--- src/rtl/usr_pkg.sv ---
package usr_pkg;

    typedef enum logic [1:0] {
        MODE_HOLD = 2'b00,
        MODE_SHR  = 2'b01,
        MODE_SHL  = 2'b10,
        MODE_LOAD = 2'b11
    } usr_mode_e;

endpackage

--- src/rtl/usr_mode_decode.sv ---
module usr_mode_decode
    import usr_pkg::*;
(
    input  logic [1:0] mode_sel,
    input  logic       oe_a_n,
    input  logic       oe_b_n,
    output usr_mode_e  mode,
    output logic       drive_en
);

    always_comb begin
        mode     = usr_mode_e'(mode_sel);
        // pins are inputs during load, so the drivers must be off then
        drive_en = ~oe_a_n & ~oe_b_n & (mode != MODE_LOAD);
    end

endmodule

--- src/rtl/usr_bit_next.sv ---
module usr_bit_next
    import usr_pkg::*;
(
    input  usr_mode_e mode,
    input  logic      clr_n,
    input  logic      cur,
    input  logic      from_lower,
    input  logic      from_upper,
    input  logic      pad,
    output logic      nxt
);

    always_comb begin
        if (!clr_n) begin
            nxt = 1'b0;
        end else begin
            unique case (mode)
                MODE_HOLD: nxt = cur;
                MODE_SHR:  nxt = from_lower;
                MODE_SHL:  nxt = from_upper;
                MODE_LOAD: nxt = pad;
                default:   nxt = cur;
            endcase
        end
    end

endmodule

--- src/rtl/usr_shift_reg.sv ---
module usr_shift_reg
    import usr_pkg::*;
#(
    parameter int WIDTH = 8
) (
    input  logic             clk,
    input  logic             clr_n,
    input  logic [1:0]       mode_sel,
    input  logic             oe_a_n,
    input  logic             oe_b_n,
    input  logic             ser_right_in,
    input  logic             ser_left_in,
    input  logic [WIDTH-1:0] pad_in,
    output logic [WIDTH-1:0] pad_out,
    output logic             pad_oe,
    output logic             tap_first,
    output logic             tap_last
);

    localparam int TOP = WIDTH - 1;

    typedef struct packed {
        logic [WIDTH-1:0] bits;
    } usr_state_t;

    usr_state_t       state_d;
    usr_state_t       state_q;
    usr_mode_e        mode;
    logic             drive_en;
    logic [WIDTH-1:0] next_bits;

    usr_mode_decode u_decode (
        .mode_sel (mode_sel),
        .oe_a_n   (oe_a_n),
        .oe_b_n   (oe_b_n),
        .mode     (mode),
        .drive_en (drive_en)
    );

    for (genvar i = 0; i < WIDTH; i++) begin : g_bit
        logic lower_src;
        logic upper_src;
        if (i == 0) begin : g_low_end
            assign lower_src = ser_right_in;
        end else begin : g_low_mid
            assign lower_src = state_q.bits[i-1];
        end
        if (i == TOP) begin : g_high_end
            assign upper_src = ser_left_in;
        end else begin : g_high_mid
            assign upper_src = state_q.bits[i+1];
        end
        usr_bit_next u_cell (
            .mode       (mode),
            .clr_n      (clr_n),
            .cur        (state_q.bits[i]),
            .from_lower (lower_src),
            .from_upper (upper_src),
            .pad        (pad_in[i]),
            .nxt        (next_bits[i])
        );
    end

    always_comb begin
        state_d      = state_q;
        state_d.bits = next_bits;
    end

    always_ff @(posedge clk) begin
        state_q <= state_d;
    end

    assign pad_out   = state_q.bits;
    assign pad_oe    = drive_en;
    assign tap_first = state_q.bits[0];
    assign tap_last  = state_q.bits[TOP];

    // Checking only: contents are undefined until the first clear.
    logic armed_q = 1'b0;
    always_ff @(posedge clk) begin
        if (!clr_n) armed_q <= 1'b1;
    end

    AST_HOLD_KEEPS: assert property (@(posedge clk) disable iff (!armed_q)
        (clr_n && mode_sel == 2'b00) |=> $stable(pad_out));
    AST_SHR_MOVE: assert property (@(posedge clk) disable iff (!armed_q)
        (clr_n && mode_sel == 2'b01) |=>
        pad_out == {$past(pad_out[WIDTH-2:0]), $past(ser_right_in)});
    AST_SHL_MOVE: assert property (@(posedge clk) disable iff (!armed_q)
        (clr_n && mode_sel == 2'b10) |=>
        pad_out == {$past(ser_left_in), $past(pad_out[WIDTH-1:1])});
    AST_LOAD_TAKES: assert property (@(posedge clk) disable iff (!armed_q)
        (clr_n && mode_sel == 2'b11) |=> pad_out == $past(pad_in));
    AST_CLEAR_ZERO: assert property (@(posedge clk) disable iff (!armed_q)
        !clr_n |=> (pad_out == '0));
    AST_LOAD_HIZ: assert property (@(posedge clk) disable iff (!armed_q)
        (mode_sel == 2'b11) |-> !pad_oe);
    AST_OE_OFF: assert property (@(posedge clk) disable iff (!armed_q)
        (oe_a_n || oe_b_n) |-> !pad_oe);
    AST_TAPS_TRACK: assert property (@(posedge clk) disable iff (!armed_q)
        (tap_first == pad_out[0]) && (tap_last == pad_out[TOP]));

endmodule

--- config.mk ---
export PLATFORM = sky130hd
export DESIGN_NAME = usr_shift_reg
export DESIGN_NICKNAME = d
export VERILOG_FILES = /design/src/rtl/usr_pkg.sv /design/src/rtl/usr_mode_decode.sv /design/src/rtl/usr_bit_next.sv /design/src/rtl/usr_shift_reg.sv
export SDC_FILE = /design/constraint.sdc
export NUM_CORES = 1
export LEC_CHECK = 0
export BUFFER_PORTS_ARGS = -buffer_cell sky130_fd_sc_hd__buf_4
export CAP_MARGIN = 20
export CORE_AREA = 5 5 42 44
export CTS_CLUSTER_DIAMETER = 150
export DETAILED_ROUTE_END_ITERATION = 6
export DIE_AREA = 0 0 47 49
export SLEW_MARGIN = 20
export SYNTH_ARGS = -nofsm -noshare
export SYNTH_HDL_FRONTEND = slang
export SYNTH_HIERARCHICAL = 1
export SYNTH_SLANG_ARGS = --single-unit
--- constraint.sdc ---
create_clock -name clk -period 1.3 [get_ports clk]
set_input_delay 0.065 -clock clk [delete_from_list [all_inputs] [get_ports clk]]
set_output_delay 0.065 -clock clk [all_outputs]
set_load 0.01 [all_outputs]
# Yosys cells after proc, flatten, opt, wreduce, memory -nomap -nowiden
# Cells that the tools add are included.
# Widths: inputs -> output; s select.
# word_totals
regBits	8
latchBits	0
ram_bits	0
mem_bits_ro	0
input_bits	16
out_inout_bits	11
word_cells	18
n_memories	0
# op_classes
n_addsub	0
n_mul	0
n_div	0
order_cmp	0
n_eq_ne	4
shift	0
muxes	8
bitwise_logic	4
n_reduce_logical	1
# ops
cell	count
$pmux 1 s3	8
$eq 2x2->1 const B	2
$and 1x1->1	2
$eq 2x1->1 const B	1
$logic_not 2->1	1
$ne 2x2->1 const B	1
$not 1->1	2

# Depth between registers and ports, before layout
# logic_depth
word_depth	3
depth_mapped	3
ltp_nobuf	2

# By module
# Netlist, hierarchy kept.
# by_module_without_submodules
mod	n_inst	cells_per_inst	area_per_inst_um2	seq_area_each_um2
usr_bit_next	8	2	28.8	0.0
usr_shift_reg	1	10	175.2	160.2
usr_mode_decode	1	3	27.5	0.0

# Worst setup path before layout
# Ideal clock, no wire load.
# synth_path
kind	reg2reg
from	register state_q, in the netlist pad_out[7]
to	register state_q, in the netlist pad_out[6]
setup_time_ns	0.115
arrival_ns	0.930
required_ns	1.185
path_slack_ns	0.255
path_stages_with_launch	3
n_path_buf	0
period_less_slack_ns	1.045
path_cell_list	dfxtp_1 > mux4_2 > and2_1
# synth_between
elab_chain_len	1
# synth_lines
element	line	source
start: declaration	usr_shift_reg.sv:27	usr_state_t state_q;
start signal: assignment	usr_shift_reg.sv:70	state_q <= state_d;
$pmux 1 s3	usr_bit_next.sv:17	unique case (mode)
# No other way between the ends.
# A chain may end at the register's enable or synchronous reset.

# Final worst setup path
# layout_path
from	register state_q, in the netlist pad_out[1]
to	register state_q, in the netlist pad_out[0]
# Same word-level chain as after synthesis.

==> summary.md <==
| Metric | Value |
|---|---|
| Status | `completed` |
| Grt total ovfl | `0` |
| Adder-Cell Fraction of Synth Area | `0%` |
| Count of antenna-violating nets left after detailed routing | `0` |
| Post-CTS Setup Bufs | `0` |
| H-tree depth | `1` |
| Synth area leaders | `mux4_2 (42%), dfxtp_1 (37%), and2_1 (12%), buf_4 (6.9%), a211oi_2 (2.9%)` |
| Max-Cap Viols | `0` |
| Sink Count | `8` |
| RePlAce Congestion | `0.6751` |
| Diode count | `0` |
| 1st-pass router iterations | `3` |
| Core Region | `1401 um2` |
| PortBufs | `26` |
| CP Data Required Time | `1.44 ns` |
| Vias per cell | `5.029` |
| Avg WL per Cell | `14.41 um` |
| Cells after Synth | `29` |
| Initial antenna violation count | `0` |
| Yosys warns | `6` |
| Die X | `47 um` |
| Io pins | `27` |
| Area share of the largest cell type after synthesis | `41.62%` |
| Unique cell type count in the Yosys netlist | `5` |
| EDFF count, synth | `0` |
| CP startpoint kind | `flop` |
| Setup TNS | `0 ns` |
| RSZ-0062 raised after global routing | `false` |
| Root Driver | `clkbuf_4` |
| GRT Overall Usage | `9.673%` |
| Crit path kind | `reg -> reg` |
| Num rows | `14` |
| Max reg flops | `8` |
| Final worst slack | `0.2374 ns` |
| Via count | `352` |
| Die Ht | `49 um` |
| Fill cells | `143` |
| Post-Synth XOR/XNOR Area | `0%` |
| Post-synthesis compound-gate area fraction | `2.890%` |
| DRT Wirelength | `1009 um` |
| Mapped Area | `432.9 um2` |
| Pleak | `0.2874 nW` |
| Fraction of layout cells with a size suffix above 1 | `70.37%` |
| Storage cell area | `160.2 um2` |
| Min cycle time layout | `1.063 ns` |
| Initial DRC count | `12` |
| Critical path capture point type | `flop` |
| Max Fclk | `0.9411 GHz` |
| Least-Margin Pin Slew | `0.1665 ns` |
| Post-synthesis simple-gate area fraction | `11.56%` |
| Power per cell area | `943.0 nW/um2` |
| Mux cell area share after synthesis | `41.62%` |
| CTS tree | `built` |
| Via count of the first global-routing pass | `382` |
| Setup Skew | `0.001414 ns` |
| Design Power | `0.6041 mW` |
| Hold-critical path depth | `2` |
| Reg2Reg Depth | `2` |
| #FFs+latches synth | `8` |
| Area leader, netlist | `mux4_2` |
| CP arrival | `1.20 ns` |
| Mapped Avg Cell Area | `14.93 um2` |
| Max Slew Vio Count | `0` |
| Remaining DRCs | `0` |
| Hold Vio Cnt, Final | `0` |
| Post-CTS resize count | `0` |
| Asr flop ratio synth | `0%` |
| Commonest cells post-synth | `and2_1 (8), dfxtp_1 (8), mux4_2 (8), buf_4 (4), a211oi_2 (1)` |
| NumNets Final | `72` |
| Hold WC Path Type | `in -> reg` |
| CTS buffer count | `3` |
| VDD IR-drop max | `0.4037 mV` |
| Die ar. | `2303 um2` |
| Final worst-path cycle share | `81.74%` |
| Clock latency on the worst-skew pair | `0.25 ns` |
| Max-slew headroom | `88.90%` |
| Largest family of logic cells by synthesized area | `multiplexers` |
| First-pass GRT wire length | `1628 um` |
| Clock buffer depth | `2` |
| Area grow syn2layout | `47.98%` |
| Largest net degree at the start of global routing | `10` |
| CP Max Fanout | `4` |
| Place WS | `0.2389 ns` |
| Initial core utilization | `30.89%` |
| Post-synthesis sequential area ratio | `36.99%` |
| Clock slew at reported path FFs | `0.05 ns` |
| Area occupied by multi-input gates | `242.7 um2` |
| Cts hold-fix bufs | `0` |
| # placed instances | `67` |
| Top FF cell, synth | `dfxtp_1` |
| Final setup vio count | `0` |
| Mapped Nets | `45` |
| Final cell count without fillers | `70` |
| Util after Layout | `45.71%` |
[cells by family after synthesis]
| logic type | count (synthesis) |
|---|---|
| mux | 8 |
| flops | 8 |
| simple gates | 8 |
| buf+inv | 4 |
| compound gates | 1 |
[area by class of cell]
type	instances	area share, %
Clock buffer	3	3.516
Multi-Input combinational cell	17	37.89
Sequential cell	8	25.00
Tap cell	16	3.125
Timing Repair Buffer	26	30.47
[per-stage QoR]
step	instance area (um2)	hold WS, ns
6_report	640.6	0.08105
4_1_cts	640.6	0.07484
2_1_floorplan	432.9	0.1577
5_1_grt	640.6	0.08166
3_5_place_dp	618.1	0.3385
3_3_place_gp	618.1	0.3375
[path summary, 6_finish.rpt]
| kind | from | end | slack [ns] |
|---|---|---|---|
| worst max register to register | pad_out[1] | pad_out[0] | 0.24 |
| worst min-delay path | clr_n | pad_out[2] | 0.08 |
| worst max-delay path | pad_out[1] | pad_out[0] | 0.24 |
| worst min register to register | pad_out[4] | pad_out[3] | 0.73 |
[placed cells by master (no fill, tap or decap)]
cell / count
a211oi_2: 1
and2_1: 8
dfxtp_1: 8
clkbuf_4: 3
buf_4: 26
mux4_2: 8
[per-layer routing]
layer | vias to the layer above | wire, um | GRT usage, %
li1 | 162 | - | -
met3 | 0 | 122 | 4.059
met2 | 18 | 468 | 12.44
met4 | 0 | 0 | 4.147
met5 | - | 0 | 0
met1 | 172 | 418 | 13.83
[power breakdown]
group	leakage [nW]	internal, mW	switching [mW]
combinational	0.208	0.0973	0.0460
sequential	0.0656	0.261	0.0144
clock	0.0138	0.105	0.0803
total	0.287	0.463	0.141
[critical path: stages, from the launching register on]
cell and delay, ns:
dfxtp_1 0.33, mux4_2 0.46, and2_1 0.17
Power figures use the tool's default switching activity.
